## config.mk

```make
export PLATFORM = sky130hd
export DESIGN_NAME = swapbank_ctrl
export DESIGN_NICKNAME = d
export VERILOG_FILES = /design/src/rtl/swapbank_ctrl.sv
export SDC_FILE = /design/constraint.sdc
export NUM_CORES = 1
export LEC_CHECK = 0
export BUFFER_PORTS_ARGS = -buffer_cell sky130_fd_sc_hd__buf_2
export CAP_MARGIN = 20
export CORE_MARGIN = 10
export CORE_UTILIZATION = 37
export CTS_BUF_LIST = sky130_fd_sc_hd__clkbuf_2
export DETAILED_ROUTE_END_ITERATION = 7
export PLACE_DENSITY = 0.86
export RECOVER_POWER = 50
export SYNTH_ARGS = -nofsm -noshare
export SYNTH_HDL_FRONTEND = slang
export SYNTH_SLANG_ARGS = --single-unit
export TNS_END_PERCENT = 5
```

## constraint.sdc

```tcl
create_clock -name clk -period 3.05 [get_ports clk]
set_clock_uncertainty 0.2 [all_clocks]
set_input_delay 0.61 -clock clk [delete_from_list [all_inputs] [get_ports clk]]
set_output_delay 0.61 -clock clk [all_outputs]
set_load 0.1 [all_outputs]
```

## src/rtl/swapbank_ctrl.sv

```systemverilog
module swapbank_ctrl #(
  parameter int          ADDR_W    = 16,
  parameter int          DATA_W    = 8,
  parameter int          BANK_BITS = 6,
  parameter int          PAGE_BITS = 13,
  parameter logic [7:0]  BANK_PORT = 8'h90,
  parameter int          EXT_W     = 20
) (
  input  logic              clk,
  input  logic              rst_n,
  input  logic [ADDR_W-1:0] cpu_addr,
  input  logic [DATA_W-1:0] cpu_wdata,
  input  logic              io_wr,
  input  logic              mem_rd,
  input  logic [DATA_W-1:0] rom_data,
  output logic [EXT_W-1:0]  ext_addr,
  output logic              rom_sel,
  output logic              ram_sel,
  output logic [DATA_W-1:0] rd_data,
  output logic [DATA_W-1:0] bank_dbg
);
  localparam int          IDX_W     = EXT_W - PAGE_BITS;
  localparam logic [IDX_W-1:0] BANK_BASE = IDX_W'(1 << (ADDR_W - PAGE_BITS));
  localparam logic [ADDR_W-1:0] FIX_END = 16'h5800;
  localparam logic [ADDR_W-1:0] WIN_LO  = 16'h6000;
  localparam logic [ADDR_W-1:0] WIN_END = 16'hE000;

  function automatic logic [DATA_W-1:0] pair_swap(input logic [DATA_W-1:0] v);
    for (int i = 0; i < DATA_W; i += 2) begin
      pair_swap[i]   = v[i+1];
      pair_swap[i+1] = v[i];
    end
  endfunction

  logic [DATA_W-1:0] bank_q;
  logic port_hit, in_fix, in_win, in_ram;

  assign port_hit = io_wr && (cpu_addr[7:0] == BANK_PORT);

  always_ff @(posedge clk) begin
    if (!rst_n)        bank_q <= '0;
    else if (port_hit) bank_q <= pair_swap(cpu_wdata);
  end

  assign in_fix = cpu_addr < FIX_END;
  assign in_win = (cpu_addr >= WIN_LO) && (cpu_addr < WIN_END);
  assign in_ram = cpu_addr >= WIN_END;

  assign rom_sel  = in_fix | in_win;
  assign ram_sel  = in_ram;
  assign bank_dbg = bank_q;

  always_comb begin
    ext_addr = '0;
    if (in_fix)
      ext_addr = EXT_W'(cpu_addr);
    else if (in_win)
      ext_addr = {BANK_BASE + IDX_W'(bank_q[BANK_BITS-1:0]), cpu_addr[PAGE_BITS-1:0]};
  end

  assign rd_data = (mem_rd && rom_sel) ? pair_swap(rom_data) : '1;


  bank_hold_chk: assert property (@(posedge clk) disable iff (!rst_n)
    !(io_wr && cpu_addr[7:0] == BANK_PORT) |=> $stable(bank_dbg));


  sel_excl_chk: assert property (@(posedge clk) disable iff (!rst_n)
    $onehot0({rom_sel, ram_sel}));


  win_range_chk: assert property (@(posedge clk) disable iff (!rst_n)
    (cpu_addr >= WIN_LO && cpu_addr < WIN_END) |-> (ext_addr >= EXT_W'(32'h10000) && rom_sel));


  gap_ff_chk: assert property (@(posedge clk) disable iff (!rst_n)
    (!rom_sel && !ram_sel) |-> (rd_data == '1 && ext_addr == '0));


  idle_ff_chk: assert property (@(posedge clk) disable iff (!rst_n)
    !mem_rd |-> (rd_data == '1));
endmodule

```

## Yosys cells after proc, flatten, opt, wreduce, memory -nomap -nowiden

Cells that the tools add are included.

- Bitwise logic cells: 1
- Shifts and indexed selects: 0
- $add $sub $neg: 1
- Reductions and logical operators: 3
- Equal/unequal tests: 1
- Divide/modulo/power cells: 0
- Magnitude comparators: 4
- Multiplexer cells: 3
- Multipliers: 0

Operators with widths:

| kind | number |
|---|---|
| 2-to-1 mux 20 bit | 2 |
| greater-or-equal comparator 16 x 15 -> 1 bit (second input constant) | 1 |
| greater-or-equal comparator 16 bit (second input constant) | 1 |
| < comparator 16 x 15 -> 1 bit (second input constant) | 1 |
| < comparator 16 bit (second input constant) | 1 |
| equality test 8 bit (second input constant) | 1 |
| 2-to-1 mux 8 bit | 1 |
| adder 4 x 6 -> 7 bit (first input constant) | 1 |
| logical AND 1 bit | 3 |
| bitwise OR 1 bit | 1 |

- Word-level logic and storage cells: 14
- Memories kept: 0
- Bits of input ports: 36
- Output and inout port bits: 38
- Memory bits (writable): 0
- Bits in latches: 0
- Bits in registers: 8
- Bits in read-only memories: 0

## Logic depth before layout (Yosys ltp)

- Depth after elaboration: 5
- Gate-level depth with buffers: 4
- Gate-level depth less buffers: 3

## Least setup slack after synthesis

Ideal clock, no wire load.

- Kind: reg2out
- Start point: register bank_q[1] (netlist: bank_dbg[1])
- End point: output port ext_addr[14]
- Cell stages (with the launch flop): 3
- Required time: 2,240 ps
- Buffers on the path: 0
- Arrival time: 3,173 ps
- Path slack: -933 ps
- Cells stage by stage: dfxtp_1 inv_1 o21ai_0

- Longest elaborated chain between the ends: 3

Ends and longest elaborated chain:

| element | RTL line | text |
|---|---|---|
| from (decl) | 35 | `logic [DATA_W-1:0] bank_q;` |
| from (signal assigned) | 42 | `else if (port_hit) bank_q <= pair_swap(cpu_wdata);` |
| adder 4 x 6 -> 7 bit | 58 | `ext_addr = {BANK_BASE + IDX_W'(bank_q[BANK_BITS-1:0]), cpu_addr[PAGE_BITS-1:0]};` |
| 2-to-1 mux 20 bit | 57 | `else if (in_win)` |
| 2-to-1 mux 20 bit | 55 | `if (in_fix)` |
| to (decl) | 16 | `output logic [EXT_W-1:0] ext_addr,` |

No other way between the ends.

## Worst setup path after layout

- Start point: input port cpu_addr[13]
- End point: output port rd_data[3]

- Longest elaborated chain between the ends: 5
- Elaborated cells on any way between the ends: 7
- Classes of those cells: 3 x order compare; 1 x mux; 1 x bitwise; 2 x reduce/logical

Ends and longest elaborated chain:

| element | RTL line | text |
|---|---|---|
| from (decl) | 11 | `input logic [ADDR_W-1:0] cpu_addr,` |
| greater-or-equal comparator 16 x 15 -> 1 bit / < comparator 16 bit (equally long branches) | 46 | `assign in_win = (cpu_addr >= WIN_LO) && (cpu_addr < WIN_END);` |
| logical AND 1 bit | 46 |  |
| bitwise OR 1 bit * | 49 | `assign rom_sel = in_fix \| in_win;` |
| logical AND 1 bit * | 61 | `assign rd_data = (mem_rd && rom_sel) ? pair_swap(rom_data) : '1;` |
| 2-to-1 mux 8 bit * | 61 |  |
| to (decl) | 19 | `output logic [DATA_W-1:0] rd_data,` |

Every way passes the cells marked *; elsewhere a longest branch is shown, timed or not.

==> flow_summary.toml <==
[drt]
drt-met1-wl_um = 1130
first_iter_violations = 36
top_layer = "met3"
met3_length_um = 359
vias = 846
drt_wl_total_um = 2800
antenna_left = 0
vias_per_cell = 4.73
wl_met2_um = 1300
drcViolationCount = 0
wire_per_inst_um = 15.6
first_pass_iters = 4

[cells_and_area]
synthToLayoutAreaGrowth_pct = 85.0
layout_common_cells = "buf_2 (43), nand2_1 (18), buf_12 (14)"
drive_gt1_share_pct = 52.6
fillerInstances = 140
diodes = 0
largest_register_ffs = 8
multiInputGateArea_sq_um = 467
mostFrequentLayoutCell = "buf_2"
finalNetCount = 193
regArea_sq_um = 160

[setup_path]
slowest_delay_ns = 0.62
endpoint_kind = "primary output"
critical_path_required_ns = 2.24
arrival_ns = 2.02
r2r_slack_ns = 2.15
crit_family = "compound AO/OA/AOI/OAI gates"
worstPathCellList = "buf_2 > and2_2 > o21ai_2 > nand3b_1 > buf_2"
cpMostUsedCell = "buf_2"
worst_setup_path_start_kind = "input port"
crit_buf_inv = 2
slowest_stage = "o21ai_2"
crit_fanout = 22
crit_type = "input port to primary output"

[sta]
max_clock_freq_mhz = 353
hold_viol = 0
max_slew_margin_pct = 21.3
rsz0062_at_grt = "no"
worst_slack_ns = 0.215
slew_viol_final = 0
tightest_slew_ns = 1.18
finalCritPeriodShare_pct = 92.9
setup-violations-final = 0
fin_crit_ns = 2.83

[cts]
clock_latency_ns = 0.23
cts_tree = "done"
holdBufCountCts = 0
cts.clk_slew.worst_paths_ns = 0.07
clkSinkCount = 8
h-tree-depth = 1
cts-root-buf = "clkbuf_2"
cts_buffers = 3
cts_resized = 0
cts_setup_buffers = 0
cts_buffer_depth = 2

[yosys]
yosysWarnings = 0
synthCells = 84
syn_area_per_cell_sq_um = 7.97
synth_nets = 121
yosysSeqAreaShare_pct = 23.9
yosysUniqueCellTypes = 25
synth.ff_latch_count = 8
netlist_area_sq_um = 669

[floorplan]
die_h_um = 62.5
coreArea_sq_um = 1730
ios = 74
die_width_um = 62.5
rows = 15
die_area_sq_um = 3910
start_util_pct = 38.8

[place]
io_buffer_count = 73
gp_congestion = 0.787
hpwlAfterDp_um = 2530
place_ws_ns = 0.185

[global_routing]
grt_max_degree = 23
antenna_found_initial = 0
grt_use_total_pct = 13.7
grt_pass1_wl_um = 4460
grt_pass1_vias = 887
grt-ovfl-total = 0

[power]
ir_drop_uv = 259
p_leak_nw = 0.570
power.total_mw = 0.464
power_density_nw_per_um2 = 375

[min_path]
min_path_type = "flip-flop to flip-flop"

[outcome]
status = "finished clean"

[job]
drv_cap = 0
## layout make-up
class	instances	share of cell area, %
clock buffer	3	1.21
inverter	1	0.303
multi-input combinational	69	37.7
sequential	8	12.9
tap	25	2.53
timing repair buffer	73	45.4
## through the flow
| step | cells | hold WS, ns | area (sq um) | util [%] | setup TNS (ns) |
|---|---|---|---|---|---|
| 2_1_floorplan | 84 | 0.552 | 677 | - | -0.954 |
| 3_3_place_gp | 176 | 0.241 | 1240 | 71.7 | 0 |
| 3_5_place_dp | 176 | 0.255 | 1240 | 71.7 | 0 |
| 4_1_cts | 179 | 0.267 | 1250 | 72.5 | 0 |
| 5_1_grt | 179 | 0.297 | 1240 | 71.7 | 0 |
| 6_report | 179 | 0.264 | 1240 | 71.7 | 0 |
## worst paths after layout
path	cells past startpoint	end	start
hold reg to reg	2	bank_dbg[6]$_SDFFE_PN0P_	bank_dbg[6]$_SDFFE_PN0P_
setup / recovery	5	rd_data[3]	cpu_addr[13]
setup reg to reg	2	bank_dbg[3]$_SDFFE_PN0P_	bank_dbg[3]$_SDFFE_PN0P_
hold / removal	2	bank_dbg[6]$_SDFFE_PN0P_	bank_dbg[6]$_SDFFE_PN0P_
## report_power, final
part           leakage, nW  switching, mW  internal, mW
combinational        0.493          0.208        0.0900
clock               0.0125         0.0345        0.0268
sequential          0.0644       0.000104         0.104
## per-layer routing
metal  vias to the layer above  track usage (%)
li1                        422                -
met1                       365             15.2
met2                        59             23.2
met3                         0             6.09
met4                         0             3.35
met5                         -                0
## cells by family (layout without fill, tap and decap cells)
| kind of cell | count (synthesis) | in the layout | synth area share, % |
|---|---|---|---|
| muxes | 8 | 8 | 12.0 |
| and+or+nand+nor | 56 | 56 | 50.1 |
| AOI/OAI and AO/OA | 2 | 2 | 2.06 |
| DFF | 8 | 8 | 23.9 |
| buffers and inverters | 7 | 77 | 7.47 |
| adders and majority gates | 1 | 1 | 1.87 |
| xor gates and xnor gates | 2 | 2 | 2.62 |
## tightest hold or removal path, delay by kind of cell, from the launching register on
| kind | cells | cell delay [ns] |
|---|---|---|
| mux | 1 | 0.05 |
| simple gates | 1 | 0.05 |
| flops | 1 | 0.31 |
## cell usage after synthesis, drive strengths merged
cell type | instances | share of area [%]
xnor2 | 1 | 1.3
and4 | 1 | 1.3
nand2 | 18 | 10
ha | 1 | 1.9
buf | 5 | 6.4
nor2 | 6 | 3.4
mux2i | 8 | 12
clkbuf | 1 | 0.56
nand3b | 8 | 9.0
nor4b | 1 | 1.3
nor4bb | 1 | 2.4
xor2 | 1 | 1.3
and2 | 14 | 17
inv | 1 | 0.56
and3 | 1 | 1.1
nand3 | 2 | 1.5
o21ai | 2 | 2.1
nor3 | 2 | 1.5
nor2b | 2 | 1.9
dfxtp | 8 | 24
(Power assumes the default switching activity.)
